## src/rtl/bmrg_pkg.sv

```systemverilog
package bmrg_pkg;
    localparam int KEY_W_DEF = 32;
    localparam int LANES_DEF = 4;

    typedef enum logic [0:0] {
        PIPE_RESET = 1'b0,
        PIPE_RUN   = 1'b1
    } pipe_mode_t;
endpackage

```

## src/rtl/bmrg_lane_reverse.sv

```systemverilog
module bmrg_lane_reverse #(
    parameter int KEY_W = 32,
    parameter int LANES = 4
) (
    input  logic [LANES*KEY_W-1:0] din,
    output logic [LANES*KEY_W-1:0] dout
);
    for (genvar i = 0; i < LANES; i++) begin : g_lane
        assign dout[i*KEY_W +: KEY_W] = din[(LANES-1-i)*KEY_W +: KEY_W];
    end
endmodule

```

## src/rtl/bmrg_cas_level.sv

```systemverilog
module bmrg_cas_level #(
    parameter int KEY_W = 32,
    parameter int WIDTH = 8,
    parameter int DIST  = 4
) (
    input  logic                   clk,
    input  logic                   rst_n,
    input  logic                   in_valid,
    input  logic [WIDTH*KEY_W-1:0] in_keys,
    output logic                   out_valid,
    output logic [WIDTH*KEY_W-1:0] out_keys
);
    logic [WIDTH*KEY_W-1:0] nxt_keys;

    // Pair lane i with lane i+DIST wherever bit DIST of i is clear.
    // The smaller key goes to the lower lane.
    for (genvar i = 0; i < WIDTH; i++) begin : g_pair
        if ((i & DIST) == 0) begin : g_cmp
            logic [KEY_W-1:0] low_k;
            logic [KEY_W-1:0] high_k;
            logic             swap;
            assign low_k  = in_keys[i*KEY_W +: KEY_W];
            assign high_k = in_keys[(i+DIST)*KEY_W +: KEY_W];
            assign swap   = high_k < low_k;
            assign nxt_keys[i*KEY_W +: KEY_W]        = swap ? high_k : low_k;
            assign nxt_keys[(i+DIST)*KEY_W +: KEY_W] = swap ? low_k  : high_k;
        end
    end

    always_ff @(posedge clk) begin
        if (!rst_n) begin
            out_valid <= 1'b0;
            out_keys  <= '0;
        end else begin
            out_valid <= in_valid;
            out_keys  <= nxt_keys;
        end
    end
endmodule

```

## src/rtl/bitonic_merge8.sv

```systemverilog
module bitonic_merge8 #(
    parameter int KEY_W = bmrg_pkg::KEY_W_DEF,
    parameter int LANES = bmrg_pkg::LANES_DEF
) (
    input  logic                   clk,
    input  logic                   rst_n,
    input  logic                   in_valid,
    input  logic [LANES*KEY_W-1:0] in_a,
    input  logic [LANES*KEY_W-1:0] in_b,
    output logic                   out_valid,
    output logic [LANES*KEY_W-1:0] out_lo,
    output logic [LANES*KEY_W-1:0] out_hi
);
    localparam int WIDTH  = 2 * LANES;
    localparam int VEC_W  = WIDTH * KEY_W;
    localparam int LEVELS = $clog2(WIDTH);

    logic [LANES*KEY_W-1:0] b_rev;
    logic [VEC_W-1:0]       stage_keys  [LEVELS+1];
    logic                   stage_valid [LEVELS+1];

    bmrg_lane_reverse #(.KEY_W(KEY_W), .LANES(LANES)) i_rev (
        .din  (in_b),
        .dout (b_rev)
    );

    // Ascending run in lanes 0..LANES-1, descending run above: bitonic.
    assign stage_keys[0]  = {b_rev, in_a};
    assign stage_valid[0] = in_valid;

    for (genvar l = 0; l < LEVELS; l++) begin : g_level
        bmrg_cas_level #(
            .KEY_W (KEY_W),
            .WIDTH (WIDTH),
            .DIST  (WIDTH >> (l + 1))
        ) i_lvl (
            .clk       (clk),
            .rst_n     (rst_n),
            .in_valid  (stage_valid[l]),
            .in_keys   (stage_keys[l]),
            .out_valid (stage_valid[l+1]),
            .out_keys  (stage_keys[l+1])
        );
    end

    assign out_valid = stage_valid[LEVELS];
    assign out_lo    = stage_keys[LEVELS][0 +: LANES*KEY_W];
    assign out_hi    = stage_keys[LEVELS][LANES*KEY_W +: LANES*KEY_W];
endmodule

```

## config.mk

```make
export PLATFORM = sky130hd
export DESIGN_NAME = bitonic_merge8
export DESIGN_NICKNAME = d
export VERILOG_FILES = /design/src/rtl/bmrg_pkg.sv /design/src/rtl/bmrg_lane_reverse.sv /design/src/rtl/bmrg_cas_level.sv /design/src/rtl/bitonic_merge8.sv
export SDC_FILE = /design/constraint.sdc
export NUM_CORES = 2
export LEC_CHECK = 0
export ABC_AREA = 1
export BUFFER_PORTS_ARGS = -buffer_cell sky130_fd_sc_hd__buf_2
export CAP_MARGIN = 20
export CORE_AREA = 4 4 348 315
export CTS_CLUSTER_DIAMETER = 150
export DETAILED_ROUTE_END_ITERATION = 16
export DIE_AREA = 0 0 352 319
export MAX_ROUTING_LAYER = met4
export PLACE_DENSITY_LB_ADDON = 0.3
export SYNTH_ARGS = -nofsm -noshare
export SYNTH_HDL_FRONTEND = slang
export SYNTH_SLANG_ARGS = --single-unit
```

## constraint.sdc

```tcl
create_clock -name clk -period 2.6 [get_ports clk]
set_clock_uncertainty 0.1 [all_clocks]
set_input_delay 0 -clock clk [delete_from_list [all_inputs] [get_ports clk]]
set_output_delay 0 -clock clk [all_outputs]
set_load 0.01 [all_outputs]
```

After elaboration in Yosys (flattened, before gate mapping)
Cells that the tools add are included. Widths: inputs -> output; s select.

Logic and storage cells: 42. Input port bits: 259. Flip-flop bits (word level): 771. Output and inout port bits: 257.

Mux-type cells: 24. Order comparisons: 12.

Operators by type and width (count): $mux 32 (24); $lt 32x32->1 (12).

Longest topological paths before layout
Word-level depth: 2. Gate-level depth with buffers: 16. Mapped depth without buffers: 14.

By module
From an unflattened synthesis, not the netlist that was laid out.

Cells, all modules: 6360. Area total of the unflattened synthesis: 43978.4 sq um.

By module, submodules not included: bmrg_cas_level (g_level[1].i_lvl) (cells each 2079, instances 1, seq. area each 5144.9 sq um, area an instance 14351.3 sq um); bmrg_cas_level (g_level[2].i_lvl) (cells each 2076, instances 1, seq. area each 5144.9 sq um, area an instance 14347.5 sq um); bmrg_cas_level (g_level[0].i_lvl) (cells each 2077, instances 1, seq. area each 5144.9 sq um, area an instance 14318.7 sq um); bmrg_lane_reverse (cells each 128, instances 1, seq. area each 0.0 sq um, area an instance 960.9 sq um).

Worst setup path before layout
No wires, ideal clock.

Kind: register to register. Start: register g_level[0].i_lvl.out_keys[159]. End: register g_level[1].i_lvl.out_keys[214]. Arrival: 1679 ps. Required time: 2385 ps. Setup time: 115 ps. Slack: 706 ps. Period minus slack after synthesis: 1894 ps. Stages on the path, launching flop included: 12. Buffers on the path: 2. Cells stage by stage: dfxtp_1 inv_1 ha_1 nand2_1 nor2_1 nor3b_2 and3_1 nand2_1 buf_2 buf_4 a21oi_1 nor2_1.

Longest elaborated chain between the ends: 2.

RTL lines: start: declaration (RTL line bmrg_cas_level.sv:11) `output logic [WIDTH*KEY_W-1:0] out_keys`; start signal: assignment (RTL line bmrg_cas_level.sv:36) `out_keys <= nxt_keys;`; $lt 32x32->1 (RTL line bmrg_cas_level.sv:24) `assign swap = high_k < low_k;`; $mux 32 (RTL line bmrg_cas_level.sv:26) `assign nxt_keys[(i+DIST)*KEY_W +: KEY_W] = swap ? low_k : high_k;`; end signal: assignment (RTL line bmrg_cas_level.sv:36); end: declaration (RTL line bmrg_cas_level.sv:11).

Every way passes these cells. A chain may end at the register's enable or synchronous reset.

Worst setup path in the final report
Start: input in_a[119]. End: register g_level[0].i_lvl.out_keys[239].

Longest elaborated chain between the ends: 2.

RTL lines: start: declaration (RTL line bitonic_merge8.sv:8) `input logic [LANES*KEY_W-1:0] in_a,`; $lt 32x32->1 (RTL line bmrg_cas_level.sv:24); $mux 32 (RTL line bmrg_cas_level.sv:26).

Every way passes these cells.

==> impl_metrics.yaml <==
timing:
  worst_slew_pin_slew_ps: 693
  drv_slew: 0
  final_hold_viol_count: 0
  fmax_mhz: 382
  fin_ws_ps: -18.1
  max_slew_margin_pct: 53.7
  finalSetupTns_ps: -29.4
  finalSetupViolCount: 3
  fin_crit_ps: 2620
  rsz0062_at_grt: "true"
  finalCritPeriodShare_pct: 101
layout:
  syn2layout_area_growth_pct: 29.6
  drive_above_1_share_pct: 13.3
  seq_area_um2: 15400
  nets: 7679
  nFillCells: 10300
  multi_input_area_um2: 21700
  finalInstanceArea_um2: 54600
clock_tree:
  cts-buffers-inserted: 87
  cts_max_level: 3
  clock_latency_ps: 660
  cts_buffer_depth: 3
  ctsRootBufferMaster: "clkbuf_16"
  cts_tree: "done"
  clk_pin_slew_ps: 60
  cts.sinks: 771
critical_path:
  r2r_cells: 13
  required_ps: 3090
  cp-end-kind: "flip-flop"
  start_kind: "primary input"
  crit_arrival_ps: 3100
  r2r_start: "g_level[1].i_lvl.out_keys[7]"
  path_max_fanout: 11
  r2r_end: "g_level[2].i_lvl.out_keys[53]"
  path_class: "in -> reg"
  rrSetupSlack_ps: 130
yosys:
  yosysSeqAreaShare_pct: 36.6
  yosys-top-cells-area: "dfxtp_1 37%, a21oi_1 11%, ha_1 11%, nand2_1 9.8%, nand3_1 9.5%"
  syn-instance-count: 6227
  synth_nets: 6858
  synth_area_um2: 42100
  syn_avg_cell_area_um2: 6.77
  synth_edf_count: 0
  ys.flop_type: "dfxtp_1"
  async_flop_share_pct: 0
  synth_top_area_share_pct: 36.6
  yosysTopAreaCell: "dfxtp_1"
  ys_types: 23
  synth_common_cells: "1104 x nand2_1, 946 x a21oi_1, 861 x nor2_1"
  synth_warnings: 0
  yosysMostFrequentCell: "nand2_1"
  synth_seq_cells: 771
place:
  dpl_cell_area_um2: 46600
  place_congestion: 0.980
  port_buffers: 515
  dp_hpwl_mm: 122
routing:
  ant_nets: 0
  drt-total-wl_mm: 161
  drcViolationCount: 0
  vias: 43200
  wl_per_cell_um: 18.9
  dr.pass1.iters: 7
  drt_iter0_drc: 4397
  viasPerCell: 5.06
run_status:
  status: "finished with violations"
  violations: "setup timing"
floorplan:
  die_y_um: 319
  die_area_um2: 112000
  rows: 113
  fp.coreArea_um2: 106000
  start_util_pct: 39.9
  die_w_um: 352
  num_io_pins: 516
grt:
  groute.usage.overall_pct: 28.1
  antenna_found_initial: 47
  grt_pass1_wl_mm: 237
  grt_pass1_vias: 38700
  grt_max_degree: 131
  grt_overflow: 0
hold_path:
  min_to: "g_level[0].i_lvl.out_keys[51]"
  hold_class: "in -> reg"
  min-delay-start: "in_a[51]"
  min_path_cells: 4
pwr:
  ir_worst_vdd_uv: 716
  leakagePower_nw: 28.8
  p_per_area_nw_per_um2: 902
job:
  cap_violations: 0
==> how the worst max path moves through the flow <==
stage	cells after the start	slack [ps]	end	startpoint
floorplan	11	710	g_level[1].i_lvl.out_keys[214]	g_level[0].i_lvl.out_keys[159]
global placement	11	-50	g_level[0].i_lvl.out_keys[163]	in_a[59]
detailed placement	11	-40	g_level[0].i_lvl.out_keys[163]	in_a[59]
CTS	17	4	g_level[0].i_lvl.out_keys[252]	in_a[101]
global route	14	-100	g_level[0].i_lvl.out_keys[238]	in_b[23]
finish	15	-20	g_level[0].i_lvl.out_keys[239]	in_a[119]
==> layout make-up <==
type | instances | area share [%]
diodes | 39 | 0.179
clock buffers | 106 | 4.46
clock inverters | 54 | 1.39
inverters | 849 | 5.84
multi-input cells | 4186 | 39.7
flip-flops and latches | 771 | 28.3
well taps | 1380 | 3.16
repair buffers | 1153 | 17.0
==> worst max-delay path: stages <==
cell,delay (ps)
dlygate4sd3_1,570
buf_2,130
inv_1,50
ha_1,300
nand2_1,80
nor2_1,160
nand4_1,200
nor2_4,250
nand2_8,120
buf_12,150
buf_4,160
nand3_1,70
nand2_1,60
nor2_2,170
dlygate4sd3_1,630
==> cell families after synthesis <==
family                   after synthesis  share of synthesized area, %
buffers and inverters               1271                          12.7
AO/OA/AOI/OAI                       1004                          12.0
AND/OR/NAND/NOR                     2809                          27.6
adder cells (fa/ha/maj)              372                          11.0
flip-flops                           771                          36.6
==> metrics by stage <==
step / hold WS, ps / power (mW) / cells / worst slack, ps / util [%]
floorplan: -2.37 / 28.1 / 6227 / 706 / -
global placement: 82.1 / 34.6 / 7899 / -46.4 / 44.1
detailed placement: 85.3 / 34.7 / 7899 / -36.0 / 44.1
CTS: 78.0 / 49.3 / 8477 / 4.18 / 51.1
global route: 135 / 52.4 / 8534 / -100 / 51.7
finish: 129 / 49.2 / 8538 / -18.1 / 51.7
==> layer usage <==
metal / part of all wire, % / global-route usage (%)
met5: 0 / -
met3: 7.7 / 4.86
met4: 3.0 / 7.89
met2: 45 / 44.1
met1: 44 / 37.2
==> state kept, by name (all words and copies together), names as in the netlist <==
name,cells
g_level.i_lvl.out_keys,768
g_level.i_lvl.out_valid,3
==> where the power goes <==
part	internal (mW)	total (mW)	switching, mW
clock	8.23	13.7	5.46
combinational	7.77	18.7	11.0
sequential	14.7	16.8	2.12
total	30.7	49.2	18.6
==> repair_timing <==
action | CTS | global route
hold buffers | 418 | 2
gates resized for setup | 0 | 47
setup endpoints to repair | 0 | 202
endpoints found under the hold margin | 440 | 2
buffers inserted | 0 | 15
==> cell usage in the layout, fill, tap and decap left out, types with 2 or more instances in the layout <==
cell type / instances
nand3b_1: 3
buf_12: 49
a21oi_2: 4
nand4_1: 15
bufinv_16: 15
buf_6: 8
nor2_4: 4
nand2_1: 1091
inv_1: 849
a21oi_1: 933
clkbuf_1: 4
nor3_2: 3
buf_16: 4
inv_16: 3
clkinvlp_4: 8
dfxtp_2: 10
o21ai_0: 48
nand3_1: 796
clkinv_2: 17
diode_2: 39
dfxtp_1: 761
o21a_1: 7
nor3_1: 19
nor2_2: 6
nand2_4: 10
clkinv_4: 6
clkbuf_16: 97
a21oi_4: 9
nand2_8: 3
dlygate4sd3_1: 416
clkbuf_8: 12
ha_1: 372
nor2_1: 851
buf_2: 514
nand3_2: 2
buf_4: 153
inv_6: 4
nor4_2: 3
Note: power is estimated with default switching activity, not from simulation.
